--- config.mk ---
export PLATFORM = sky130hd
export DESIGN_NAME = wcp_pool
export DESIGN_NICKNAME = d
export VERILOG_FILES = /design/src/rtl/wcp_pkg.sv /design/src/rtl/wcp_pick.sv /design/src/rtl/wcp_match.sv /design/src/rtl/wcp_age.sv /design/src/rtl/wcp_merge.sv /design/src/rtl/wcp_pool.sv
export SDC_FILE = /design/constraint.sdc
export NUM_CORES = 1
export LEC_CHECK = 0
export ABC_AREA = 0
export BUFFER_PORTS_ARGS = -buffer_cell sky130_fd_sc_hd__buf_2
export CORE_UTILIZATION = 50
export CTS_BUF_LIST = sky130_fd_sc_hd__clkbuf_16
export DETAILED_ROUTE_END_ITERATION = 10
export PLACE_DENSITY = 0.69
export SLEW_MARGIN = 5
export SYNTH_ARGS = -nofsm -noshare
export SYNTH_HDL_FRONTEND = slang
export SYNTH_HIERARCHICAL = 1
export SYNTH_SLANG_ARGS = --single-unit
--- constraint.sdc ---
create_clock -name clk -period 27.2 [get_ports clk]
set_input_delay 2.72 -clock clk [delete_from_list [all_inputs] [get_ports clk]]
set_output_delay 2.72 -clock clk [all_outputs]
set_load 0.02 [all_outputs]
--- src/rtl/wcp_pkg.sv ---
package wcp_pkg;
  typedef enum logic [1:0] {
    ST_FREE   = 2'd0,
    ST_PART   = 2'd1,
    ST_RDWAIT = 2'd2,
    ST_READY  = 2'd3
  } ent_st_t;
endpackage

--- src/rtl/wcp_pick.sv ---
// Lowest-index first-set finder.
module wcp_pick #(
  parameter int N  = 8,
  parameter int IW = $clog2(N)
) (
  input  logic [N-1:0]  req,
  output logic          found,
  output logic [IW-1:0] idx
);
  always_comb begin
    found = 1'b0;
    idx   = '0;
    for (int i = N - 1; i >= 0; i--) begin
      if (req[i]) begin
        found = 1'b1;
        idx   = IW'(i);
      end
    end
  end
endmodule

--- src/rtl/wcp_match.sv ---
// Address compare across all held entries.
module wcp_match #(
  parameter int N  = 8,
  parameter int AW = 12,
  parameter int IW = $clog2(N)
) (
  input  logic                clk,
  input  logic                rst,
  input  logic [N-1:0]        vld,
  input  logic [N-1:0][AW-1:0] tags,
  input  logic [AW-1:0]       key,
  output logic                hit,
  output logic [IW-1:0]       hit_idx
);
  logic [N-1:0] eq;

  for (genvar g = 0; g < N; g++) begin : g_cmp
    assign eq[g] = vld[g] && (tags[g] == key);
  end

  wcp_pick #(.N(N), .IW(IW)) u_pick (
    .req   (eq),
    .found (hit),
    .idx   (hit_idx)
  );

  AST_TAG_UNIQUE: assert property (@(posedge clk) disable iff (rst) $onehot0(eq));
endmodule

--- src/rtl/wcp_age.sv ---
// Allocation-age tracking; the oldest held entry has the largest age.
module wcp_age #(
  parameter int N  = 8,
  parameter int IW = $clog2(N)
) (
  input  logic          clk,
  input  logic          rst,
  input  logic          alloc_en,
  input  logic [IW-1:0] alloc_idx,
  input  logic [N-1:0]  vld,
  output logic          oldest_ok,
  output logic [IW-1:0] oldest_idx
);
  logic [IW-1:0] age [N];
  logic [IW-1:0] best;

  always_ff @(posedge clk) begin
    if (rst) begin
      for (int i = 0; i < N; i++) age[i] <= '0;
    end else if (alloc_en) begin
      for (int i = 0; i < N; i++) begin
        if (alloc_idx == IW'(i)) age[i] <= '0;
        else if (vld[i])         age[i] <= age[i] + 1'b1;
      end
    end
  end

  always_comb begin
    oldest_ok  = 1'b0;
    oldest_idx = '0;
    best       = '0;
    for (int i = 0; i < N; i++) begin
      if (vld[i] && (!oldest_ok || age[i] > best)) begin
        oldest_ok  = 1'b1;
        oldest_idx = IW'(i);
        best       = age[i];
      end
    end
  end

  AST_ALLOC_FREE: assert property (@(posedge clk) disable iff (rst)
    alloc_en |-> !vld[alloc_idx]);
endmodule

--- src/rtl/wcp_merge.sv ---
// Per-byte merge: write bytes first, then returned-line fill of uncovered bytes.
module wcp_merge #(
  parameter int NB = 4,
  localparam int DW = NB * 8
) (
  input  logic [DW-1:0] base_d,
  input  logic [NB-1:0] base_m,
  input  logic          wr_en,
  input  logic [DW-1:0] wr_d,
  input  logic [NB-1:0] wr_m,
  input  logic          fill_en,
  input  logic [DW-1:0] fill_d,
  output logic [DW-1:0] new_d,
  output logic [NB-1:0] new_m
);
  for (genvar b = 0; b < NB; b++) begin : g_byte
    logic       wb;
    logic       cov;
    logic [7:0] mid;
    assign wb  = wr_en && wr_m[b];
    assign cov = base_m[b] || wb;
    assign mid = wb ? wr_d[8*b +: 8] : base_d[8*b +: 8];
    assign new_d[8*b +: 8] = (fill_en && !cov) ? fill_d[8*b +: 8] : mid;
    assign new_m[b] = cov || fill_en;
  end
endmodule

--- src/rtl/wcp_pool.sv ---
module wcp_pool
  import wcp_pkg::*;
#(
  parameter int N  = 8,
  parameter int AW = 12,
  parameter int NB = 4,
  localparam int IW = $clog2(N),
  localparam int DW = NB * 8
) (
  input  logic          clk,
  input  logic          rst,
  input  logic          wr_valid,
  output logic          wr_ready,
  input  logic [AW-1:0] wr_addr,
  input  logic [DW-1:0] wr_data,
  input  logic [NB-1:0] wr_be,
  output logic          wr_ack,
  output logic          rd_req_valid,
  input  logic          rd_req_ready,
  output logic [AW-1:0] rd_req_addr,
  output logic [IW-1:0] rd_req_tag,
  input  logic          rd_rsp_valid,
  input  logic [IW-1:0] rd_rsp_tag,
  input  logic [DW-1:0] rd_rsp_data,
  output logic          drn_valid,
  input  logic          drn_ready,
  output logic [AW-1:0] drn_addr,
  output logic [DW-1:0] drn_data
);
  ent_st_t              st  [N];
  logic [N-1:0][AW-1:0] tag;
  logic [DW-1:0]        dat [N];
  logic [NB-1:0]        msk [N];

  logic [N-1:0] vld, free_v, part_v, w_sel, f_sel;
  logic [DW-1:0] nd [N];
  logic [NB-1:0] nm [N];

  logic          hit, free_ok, part_ok, oldest_ok;
  logic [IW-1:0] hit_idx, free_idx, part_idx, oldest_idx, wr_tgt;
  logic          drn_fire, rd_fire, wr_fire, alloc, fill_ok;

  for (genvar g = 0; g < N; g++) begin : g_flags
    assign vld[g]    = (st[g] != ST_FREE);
    assign free_v[g] = (st[g] == ST_FREE);
    assign part_v[g] = (st[g] == ST_PART);
  end

  wcp_match #(.N(N), .AW(AW), .IW(IW)) u_match (
    .clk (clk), .rst (rst), .vld (vld), .tags (tag), .key (wr_addr),
    .hit (hit), .hit_idx (hit_idx)
  );

  wcp_pick #(.N(N), .IW(IW)) u_free (.req (free_v), .found (free_ok), .idx (free_idx));
  wcp_pick #(.N(N), .IW(IW)) u_part (.req (part_v), .found (part_ok), .idx (part_idx));

  wcp_age #(.N(N), .IW(IW)) u_age (
    .clk (clk), .rst (rst), .alloc_en (alloc), .alloc_idx (free_idx), .vld (vld),
    .oldest_ok (oldest_ok), .oldest_idx (oldest_idx)
  );

  // Drain side: only the oldest entry, and only once it holds a full line.
  assign drn_valid = oldest_ok && (st[oldest_idx] == ST_READY);
  assign drn_addr  = tag[oldest_idx];
  assign drn_data  = dat[oldest_idx];
  assign drn_fire  = drn_valid && drn_ready;

  // Line-read requests for partial entries.
  assign rd_req_valid = part_ok;
  assign rd_req_addr  = tag[part_idx];
  assign rd_req_tag   = part_idx;
  assign rd_fire      = rd_req_valid && rd_req_ready;

  // Acceptance: merge on a hit unless that entry leaves this cycle; else allocate.
  assign wr_ready = hit ? !(drn_fire && (hit_idx == oldest_idx)) : free_ok;
  assign wr_fire  = wr_valid && wr_ready;
  assign wr_tgt   = hit ? hit_idx : free_idx;
  assign alloc    = wr_fire && !hit;
  assign fill_ok  = rd_rsp_valid && (st[rd_rsp_tag] == ST_RDWAIT);

  for (genvar g = 0; g < N; g++) begin : g_ent
    logic [NB-1:0] base_m;
    assign w_sel[g] = wr_fire && (wr_tgt == IW'(g));
    assign f_sel[g] = fill_ok && (rd_rsp_tag == IW'(g));
    assign base_m   = (alloc && w_sel[g]) ? '0 : msk[g];

    wcp_merge #(.NB(NB)) u_merge (
      .base_d  (dat[g]),
      .base_m  (base_m),
      .wr_en   (w_sel[g]),
      .wr_d    (wr_data),
      .wr_m    (wr_be),
      .fill_en (f_sel[g]),
      .fill_d  (rd_rsp_data),
      .new_d   (nd[g]),
      .new_m   (nm[g])
    );
  end

  always_ff @(posedge clk) begin
    if (rst) begin
      for (int i = 0; i < N; i++) begin
        st[i]  <= ST_FREE;
        msk[i] <= '0;
      end
    end else begin
      for (int i = 0; i < N; i++) begin
        if (drn_fire && (oldest_idx == IW'(i))) begin
          st[i] <= ST_FREE;
        end else begin
          if (w_sel[i] || f_sel[i]) msk[i] <= nm[i];
          if (rd_fire && (part_idx == IW'(i)))
            st[i] <= ST_RDWAIT;
          else if (f_sel[i])
            st[i] <= ST_READY;
          else if (w_sel[i] && (st[i] == ST_FREE || st[i] == ST_PART))
            st[i] <= (&nm[i]) ? ST_READY : ST_PART;
        end
      end
    end
  end

  // Payload storage carries no reset.
  always_ff @(posedge clk) begin
    for (int i = 0; i < N; i++) begin
      if (w_sel[i] || f_sel[i]) dat[i] <= nd[i];
      if (w_sel[i] && alloc)    tag[i] <= wr_addr;
    end
  end

  always_ff @(posedge clk) begin
    if (rst) wr_ack <= 1'b0;
    else     wr_ack <= wr_fire;
  end

  AST_ACK_AFTER: assert property (@(posedge clk) disable iff (rst)
    (wr_valid && wr_ready) |=> wr_ack);
  AST_ACK_ONLY: assert property (@(posedge clk) disable iff (rst)
    !(wr_valid && wr_ready) |=> !wr_ack);
  AST_RSP_WAITING: assert property (@(posedge clk) disable iff (rst)
    rd_rsp_valid |-> (st[rd_rsp_tag] == ST_RDWAIT));
  AST_FILL_DONE: assert property (@(posedge clk) disable iff (rst)
    fill_ok |=> (st[$past(rd_rsp_tag)] == ST_READY));
  AST_DRAIN_FULL: assert property (@(posedge clk) disable iff (rst)
    drn_valid |-> (&msk[oldest_idx]));
  AST_DRAIN_HOLD: assert property (@(posedge clk) disable iff (rst)
    (drn_valid && !drn_ready) |=> (drn_valid && $stable(drn_addr)));
endmodule

==> qor.yml <==
die:
  core-area_mm2: 0.05308
  io_pins: 152
  die_h_um: 234.8
  rows: 84
  die_area_mm2: 0.05515
  initial_core_util_pct: 51.07
  die_w_um: 234.8
setup_path:
  crit_arrival_ns: 13.85
  cpPeakStageDelay_ns: 0.97
  crit_type: "reg2out"
  startpoint_type: "flip-flop"
  slowest_stage: "buf_4"
  crit_required_ns: 24.48
  crit_path_end_kind: "output pin"
  worst_path_most_repeated_cell: "ha_1"
  critPathMaxFanout: 54
run:
  max-cap-violations: 0
synthesis:
  ys_ff_latch: 425
  syn-instance-count: 2325
  avgSynthCellArea_um2: 11.66
  synth-edff-count: 424
  ys.flop_type: "edfxtp_1"
  ys_types: 70
  ys_seq_area_share_pct: 47.05
  netlist_area_mm2: 0.02711
  synth_nets: 2443
  async_reset_ff_share_pct: 0
  yosysWarnings: 6
global_routing:
  antenna_found_initial: 10
  grt_max_degree: 55
  track_usage_pct: 27.95
  grt_pass1_vias: 19441
  grt_overflow: 0
  grt_pass1_wl_mm: 118.0
route:
  drtAntennaViolNets: 0
  viasPerCell: 6.291
  wl_met2_mm: 37.41
  routed.top_layer: "met5"
  wl_per_cell_um: 24.97
  wl_met1_mm: 31.00
  wl_met3_mm: 6.998
  drt_wl_total_mm: 78.05
  drt_pass1_iterations: 6
  vias: 19666
  route.detailed.drc: 0
  drt_iter0_drc: 2270
sta:
  rsz0062_at_grt: "false"
  slew-limit-headroom_pct: 18.85
  fin_hold_ws_ns: 0.5997
  fin_setup_tns_ns: 0
  fin_worst_skew_ns: 0.02751
  final_max_slew_viol_count: 0
  fin_crit_sh_pct: 60.90
  setup_viol: 0
  fmax_ghz: 0.06037
  worstMarginPinSlew_ns: 1.205
  fin_ws_ns: 10.63
  timing.final.crit_period_ns: 16.57
  finalHoldViolations: 0
layout:
  mostFrequentLayoutCell: "edfxtp_1"
  final_cell_mix: "edfxtp_1 (424), nand2_1 (325), mux2i_1 (257)"
  drive_gt1_share_pct: 20.21
  fin_util_pct: 55.98
  final_nets: 2513
  area.growth.synth_to_final_pct: 9.610
clocking:
  numCtsBuffers: 48
  clk-insertion-delay-late_ns: 0.62
  cts_root_buf: "clkbuf_16"
  cts_tree: "done"
  cts_sinks: 425
  cts_setup_buffers: 0
  cts-resized-gates: 0
  path_clk_slew_ns: 0.06
  clock_path_buffers: 3
  cts_hold_buf: 0
  cts.htree.levels: 2
hold_path:
  hp-class: "reg2reg"
place:
  numPortBuffers: 151
  dp_hpwl_mm: 51.82
  gp_congestion: 0.9225
  pre_cts_slack_ns: 11.25
run_status:
  status: "finished, final reports clean"
-- worst max-delay path, delay by kind of cell (launching register included) --
| family | cells | cell delay (ns) |
|---|---|---|
| AOI/OAI and AO/OA | 24 | 6.10 |
| muxes | 1 | 0.44 |
| and+or+nand+nor | 13 | 2.12 |
| DFF | 1 | 0.43 |
| buffers and inverters | 3 | 1.91 |
| xor gates and xnor gates | 1 | 0.21 |
| adders and majority gates | 7 | 2.00 |
-- worst paths after layout --
path | from | endpoint | slack, ns | cells past startpoint
hold / removal | u_age/age[0][0]$_SDFFCE_PN0P_ | u_age/age[0][0]$_SDFFCE_PN0P_ | 0.60 | 1
hold reg to reg | u_age/age[0][0]$_SDFFCE_PN0P_ | u_age/age[0][0]$_SDFFCE_PN0P_ | 0.60 | 1
setup / recovery | st[0][1]$_SDFFCE_PN0P_ | wr_ready | 10.63 | 49
setup reg to reg | st[0][1]$_SDFFCE_PN0P_ | st[6][1]$_SDFFCE_PP0P_ | 11.91 | 55
-- sequential cells by signal, summed over array words and instances (netlist names) --
name,count
dat,256
wr_ack,1
st,16
msk,32
tag,96
u_age/age,24
-- routing by layer --
metal  up-vias  track usage, %
met5         -               0
met4        16           10.29
met3       175           5.298
met2       999           45.80
met1      9689           37.03
li1       8787               -
-- stage by stage --
stage               instances  area [um2]
detailed placement       3033       27960
finish                   3126       29710
CTS                      3123       29700
floorplan                2325       27110
global route             3125       29710
global placement         3033       27960
-- cell usage after synthesis, types with 15 or more instances --
cell / count / area [um2]
mux4_2: 116 / 2613
nand3_1: 22 / 110.1
nor2b_1: 52 / 325.3
and2_1: 59 / 369.1
nand2b_1: 15 / 93.84
o21ai_1: 251 / 1256
xnor2_1: 107 / 937.2
inv_1: 43 / 161.4
clkbuf_1: 31 / 116.4
nor3_1: 18 / 90.09
or3_1: 37 / 231.5
buf_2: 76 / 380.4
ha_1: 29 / 362.9
nand2_1: 325 / 1220
nor2_1: 111 / 416.7
o21ai_0: 25 / 125.1
and2b_1: 32 / 240.2
mux2i_1: 257 / 2572
mux2_2: 60 / 675.7
nand4_1: 26 / 162.7
buf_6: 45 / 506.7
edfxtp_1: 424 / 12730
-- area by class of cell --
class | count | area (um2)
fill | 4434 | 23360
tap | 688 | 860.8
timing repair buffer | 175 | 935.9
sequential | 425 | 12750
clock buffer | 48 | 1201
inverter | 44 | 165.2
clock inverter | 42 | 541.8
antenna | 3 | 7.507
multi-input combinational | 1701 | 13250
-- cells by family after synthesis --
kind of cell | Yosys count | synth area share [%]
multiplexers | 433 | 21.62
AND/OR/NAND/NOR | 772 | 14.34
flip-flops | 425 | 47.05
adder cells (fa/ha/maj) | 29 | 1.339
XOR/XNOR | 107 | 3.457
AO/OA/AOI/OAI | 360 | 7.843
buffers and inverters | 199 | 4.353
Power is not shown: default switching activity piles up to over one toggle a cycle in this logic, so the estimate is an artifact.
